[config.mk]
export PLATFORM = sky130hd
export DESIGN_NAME = irq_flag_ctrl
export DESIGN_NICKNAME = d
export VERILOG_FILES = /design/src/rtl/irq_pkg.sv /design/src/rtl/irq_edge_det.sv /design/src/rtl/irq_src_flags.sv /design/src/rtl/irq_line_pend.sv /design/src/rtl/irq_flag_ctrl.sv
export SDC_FILE = /design/constraint.sdc
export NUM_CORES = 1
export LEC_CHECK = 0
export CAP_MARGIN = 20
export CORE_MARGIN = 2
export CORE_UTILIZATION = 30
export CTS_CLUSTER_DIAMETER = 30
export DETAILED_ROUTE_END_ITERATION = 6
export GPL_ROUTABILITY_DRIVEN = 0
export REMOVE_ABC_BUFFERS = 1
export SYNTH_ARGS = -nofsm -noshare
export SYNTH_HDL_FRONTEND = slang
export SYNTH_SLANG_ARGS = --single-unit
[constraint.sdc]
create_clock -name clk -period 1.45 [get_ports clk]
set_clock_uncertainty 0.1 [all_clocks]
set_input_delay 0.29 -clock clk [delete_from_list [all_inputs] [get_ports clk]]
set_output_delay 0.29 -clock clk [all_outputs]
set_load 0.005 [all_outputs]
[src/rtl/irq_pkg.sv]
package irq_pkg;
  localparam int NLINES  = 7;
  localparam int NSRC    = 7;
  localparam int ADDR_W  = 2;
  localparam int LINE_W  = $clog2(NLINES);
  localparam int BYTE_W  = 8;

  typedef enum logic [ADDR_W-1:0] {
    REG_LINE_EN = 2'd0,
    REG_SRC_EN  = 2'd1,
    REG_POL     = 2'd2,
    REG_FLAGS   = 2'd3
  } reg_sel_e;

  localparam int F_XFER  = 0;
  localparam int F_RTC   = 1;
  localparam int F_COL0  = 2;
  localparam int F_COL1  = 3;
  localparam int F_LRISE = 4;
  localparam int F_LFALL = 5;
  localparam int F_WAKE  = 6;

  localparam int E_XFER = 0;
  localparam int E_RTC  = 1;
  localparam int E_COL  = 2;
  localparam int E_LOCK = 3;
  localparam int NEN    = 4;
endpackage

[src/rtl/irq_edge_det.sv]
module irq_edge_det #(
  parameter int W = 1
) (
  input  logic         clk,
  input  logic         rst_n,
  input  logic         arm,
  input  logic [W-1:0] sig,
  input  logic [W-1:0] fall_sel,
  output logic [W-1:0] pulse
);
  logic [W-1:0] s_cur, s_prev;

  always_ff @(posedge clk or negedge rst_n) begin
    if (!rst_n) begin
      s_cur  <= '0;
      s_prev <= '0;
    end else begin
      s_cur  <= sig;
      s_prev <= s_cur;
    end
  end

  always_comb begin
    pulse = {W{arm}} & ((fall_sel & s_prev & ~s_cur) |
                        (~fall_sel & ~s_prev & s_cur));
  end
endmodule

[src/rtl/irq_src_flags.sv]
module irq_src_flags #(
  parameter int N = 7
) (
  input  logic         clk,
  input  logic         rst_n,
  input  logic [N-1:0] set_evt,
  input  logic         clr_we,
  input  logic [N-1:0] keep_mask,
  output logic [N-1:0] flags
);
  logic [N-1:0] kept;

  always_comb kept = clr_we ? (flags & keep_mask) : flags;

  always_ff @(posedge clk or negedge rst_n) begin
    if (!rst_n) flags <= '0;
    else        flags <= kept | set_evt;
  end
endmodule

[src/rtl/irq_line_pend.sv]
module irq_line_pend #(
  parameter int N = 7,
  parameter int LW = 3
) (
  input  logic          clk,
  input  logic          rst_n,
  input  logic [N-1:0]  set_line,
  input  logic          ack_valid,
  input  logic [LW-1:0] ack_line,
  output logic [N-1:0]  pend
);
  logic [N-1:0] ack_mask;

  for (genvar i = 0; i < N; i++) begin : g_ack
    assign ack_mask[i] = ack_valid && (ack_line == LW'(i));
  end

  always_ff @(posedge clk or negedge rst_n) begin
    if (!rst_n) pend <= '0;
    else        pend <= (pend & ~ack_mask) | set_line;
  end
endmodule

[src/rtl/irq_flag_ctrl.sv]
module irq_flag_ctrl
  import irq_pkg::*;
(
  input  logic                clk,
  input  logic                rst_n,
  input  logic                wr_en,
  input  logic [ADDR_W-1:0]   wr_addr,
  input  logic [BYTE_W-1:0]   wr_data,
  input  logic                ack_valid,
  input  logic [LINE_W-1:0]   ack_line,
  input  logic                ext0_in,
  input  logic                ext1_in,
  input  logic                ext3_in,
  input  logic                ext5_n_in,
  input  logic                xfer_evt,
  input  logic                rtc_evt,
  input  logic [1:0]          col_evt,
  input  logic                lock_in,
  input  logic                wake_evt,
  output logic [NLINES-1:0]   irq_req,
  output logic [NLINES-1:0]   pend_flags,
  output logic [NSRC-1:0]     src_flags
);
  logic [NLINES-1:0] line_en;
  logic [NEN-1:0]    src_en;
  logic [1:0]        pol_fall;
  logic [1:0]        arm_sr;
  logic [1:0]        lock_pulse;
  logic [NSRC-1:0]   src_set;
  logic [NLINES-1:0] line_sig, line_fall, line_pulse;

  always_ff @(posedge clk or negedge rst_n) begin
    if (!rst_n) begin
      line_en  <= '0;
      src_en   <= '0;
      pol_fall <= 2'b11;
      arm_sr   <= '0;
    end else begin
      arm_sr <= {arm_sr[0], 1'b1};
      if (wr_en) begin
        case (reg_sel_e'(wr_addr))
          REG_LINE_EN: line_en  <= wr_data[NLINES-1:0];
          REG_SRC_EN:  src_en   <= wr_data[NEN-1:0];
          REG_POL:     pol_fall <= wr_data[1:0];
          default: ;
        endcase
      end
    end
  end

  irq_edge_det #(.W(2)) u_lock_det (
    .clk(clk), .rst_n(rst_n), .arm(arm_sr[1]),
    .sig({lock_in, lock_in}), .fall_sel(2'b10), .pulse(lock_pulse)
  );

  always_comb begin
    src_set          = '0;
    src_set[F_XFER]  = xfer_evt      & src_en[E_XFER];
    src_set[F_RTC]   = rtc_evt       & src_en[E_RTC];
    src_set[F_COL0]  = col_evt[0]    & src_en[E_COL];
    src_set[F_COL1]  = col_evt[1]    & src_en[E_COL];
    src_set[F_LRISE] = lock_pulse[0] & src_en[E_LOCK];
    src_set[F_LFALL] = lock_pulse[1] & src_en[E_LOCK];
    src_set[F_WAKE]  = wake_evt;
  end

  irq_src_flags #(.N(NSRC)) u_src_flags (
    .clk(clk), .rst_n(rst_n), .set_evt(src_set),
    .clr_we(wr_en && (reg_sel_e'(wr_addr) == REG_FLAGS)),
    .keep_mask(wr_data[NSRC-1:0]), .flags(src_flags)
  );

  always_comb begin
    line_sig    = {src_flags[F_XFER] | src_flags[F_RTC],
                   ~ext5_n_in,
                   src_flags[F_LRISE] | src_flags[F_LFALL],
                   ext3_in,
                   ~(src_flags[F_COL0] | src_flags[F_COL1]),
                   ext1_in,
                   ext0_in};
    line_fall    = '0;
    line_fall[2] = pol_fall[0];
    line_fall[3] = pol_fall[1];
  end

  irq_edge_det #(.W(NLINES)) u_line_det (
    .clk(clk), .rst_n(rst_n), .arm(arm_sr[1]),
    .sig(line_sig), .fall_sel(line_fall), .pulse(line_pulse)
  );

  irq_line_pend #(.N(NLINES), .LW(LINE_W)) u_line_pend (
    .clk(clk), .rst_n(rst_n), .set_line(line_pulse),
    .ack_valid(ack_valid), .ack_line(ack_line), .pend(pend_flags)
  );

  assign irq_req = line_en & pend_flags;
endmodule

==> metrics <==
status finished, final reports clean; Max-Cap Viols 0; Starting Density 31.1%; Power Density 1270 nW/um2; period utilisation layout 99.0%; Post-Syn Area per Cell 14.8 um2; yosys synthesis warning count 0; Die W 79.6 um; port bufs 46; Sw Pwr 0.000736 W; HPWL after DPL 2860 um; Final min period 1.44 ns; Total Nets Final 222; Mapped Area 1710 um2; number of CTS-inserted buffers 5; clk slew on worst S/H paths 0.08 ns; clock share of power 33.2%; Seq/Total Area, Yosys 65.8%; Req. time, crit path 1.06 ns; Static Leakage 1.17 nW; Post-Place Setup Slack -0.314 ns; height of the die 79.6 um; die area 6330 um2; GRT Total Usage 13.4%; area delta synth->final 50.9%; Min-Delay Path Class register to register; final setup margin 0.0141 ns; Max VDD drop 0.718 mV; H-Tree Depth 2; first-pass GRT wire length 6430 um; DRT Pass-1 Iters 4; routed via count 1222; Placed Area 2360 um2; Setup CP Type register to output pin; Bufs on Longest Clock Path 2; setup TNS 0 ns; final setup fails 0; Net Sw Frac 22.3%; Netlist cell types 24; fraction of layout instances using a drive strength above 1 33.2%; Seq pwr share 46.5%; grt total ovfl 0; RSZ-0062 raised after global routing yes; root buffer cell clkbuf_8; post-detailed-route wirelength per cell 14.2 um; total clock sinks 45; largest net degree at the start of global routing 15; number of global-route vias before repair 1330; Core Box Area 5510 um2; Synth Register Bits 45; Worst setup EP type output pin; Synth Instances 116; IO Pins 48; ANT nets after route 0; Final Hold Fails 0; Residual DRC 0; Via density 4.56; crit path DAT 1.05 ns; type of origin of the critical path register; cell row count 27; Final Cell Area 2590 um2; Routed WL 3800 um; CP max FO 2; ant diodes 0; P_int 0.00256 W; CTS tree done; Slew Limit Fails 0; power share of the combinational group 20.3%; Max Clk Rate 696 MHz; DR iter-0 viols 60; Clk Latency, worst-skew pair 0.29 ns; initial antenna violation count 0
registers in the layout (all words and copies together), names as in the netlist:
name	flops
u_lock_det.s_prev	1
pol_fall	2
arm_sr	2
src_en	4
u_line_pend.pend	7
line_en	7
u_line_det.s_cur	7
u_lock_det.s_cur	1
u_line_det.s_prev	7
u_src_flags.flags	7
final cells by class:
type,instances,area (um2)
Timing Repair Buffer,73,643
Clock inverter,3,65.1
Multi-Input combinational cell,62,562
Tap cell,72,90.1
Clock buffer,5,68.8
Sequential cell,45,1130
Fill cell,501,2920
Inverter,8,30.0
routing by layer:
layer / global-route usage, % / vias to the layer above / part of all wire, %
li1: - / 583 / -
met1: 16.9 / 605 / 45
met2: 21.6 / 30 / 49
met3: 3.96 / 4 / 5.1
met4: 5.00 / 0 / 1.5
met5: 0 / - / 0
critical path, stage by stage, from the launching register on:
cell and delay (ns):
dfrtp_1 0.40, buf_6 0.13, and2_4 0.13, buf_6 0.10
cell usage after synthesis:
master | instances | area [um2]
a211o_1 | 2 | 17.5
a21o_1 | 4 | 30.0
a22o_1 | 4 | 35.0
a32o_1 | 5 | 50.1
and2_1 | 7 | 43.8
and4b_1 | 4 | 40.0
clkbuf_1 | 1 | 3.75
conb_1 | 1 | 3.75
dfrtp_1 | 43 | 1080
dfstp_2 | 2 | 52.6
inv_1 | 8 | 30.0
mux2_2 | 13 | 146
nand2_1 | 1 | 3.75
nand3_1 | 1 | 5.00
nand3b_1 | 2 | 15.0
nand4b_1 | 5 | 43.8
nand4bb_1 | 3 | 33.8
nor2_1 | 1 | 3.75
nor3b_4 | 1 | 18.8
nor4bb_1 | 2 | 20.0
o21ai_0 | 2 | 10.0
o22a_1 | 1 | 8.76
or2_2 | 2 | 12.5
or4b_1 | 1 | 10.0
power by group through the flow:
stage | registers, W | clock network [W] | logic (W)
4_1_cts | 0.00153 | 0.00112 | 0.000683
2_1_floorplan | 0.00154 | 0 | 0.000199
6_report | 0.00153 | 0.00110 | 0.000669
3_3_place_gp | 0.00156 | 0 | 0.000568
3_5_place_dp | 0.00157 | 0 | 0.000581
5_1_grt | 0.00156 | 0.00118 | 0.000729
repair_timing:
item	CTS	global route
hold buffers	1	0
gates resized for setup	49	9
setup endpoints to repair	21	19
pin swaps	4	0
hold endpoints to repair	9	0
buffers inserted	14	1
worst paths after layout:
kind / startpoint / endpoint / slack (ns) / cells after the start
setup reg to reg: arm_sr[1] / u_line_pend.pend[3] / 0.27 / 2
hold reg to reg: arm_sr[0] / arm_sr[1] / 0.26 / 0
hold / removal: arm_sr[0] / arm_sr[1] / 0.26 / 0
min in group asynchronous: rst_n / u_lock_det.s_prev[0] / 0.30 / 2
max in group asynchronous: rst_n / u_line_det.s_prev[4] / 0.47 / 3
setup / recovery: u_line_pend.pend[4] / irq_req[4] / 0.01 / 3
kinds of logic after synthesis:
group	synth area share (%)
flip-flops	65.8
buffers and inverters	1.97
other	0.219
AND/OR/NAND/NOR	14.6
multiplexers	8.54
AO/OA/AOI/OAI	8.83
stage by stage:
step	cells	hold slack (ns)	util [%]	power (W)
after floorplan	115	-0.106	-	0.00174
after global placement	247	0.0840	42.9	0.00213
after detailed placement	247	0.0864	42.9	0.00215
after CTS	270	0.268	47.3	0.00334
after global routing	268	0.287	47.0	0.00347
final	268	0.264	47.0	0.00330
layout by cell type, fill, tap and decap left out, drive strengths merged, types with 3 or more instances in the layout:
master | synthesis | routed
a21o | 4 | 4
a22o | 4 | 4
a32o | 5 | 5
and2 | 7 | 7
and4b | 4 | 4
buf | 0 | 32
clkbuf | 1 | 8
clkdlybuf4s50 | 0 | 22
dfrtp | 43 | 43
dlygate4sd2 | 0 | 12
inv | 8 | 8
mux2 | 13 | 13
nand4b | 5 | 5
nand4bb | 3 | 3
Note: power is estimated with default switching activity, not from simulation.
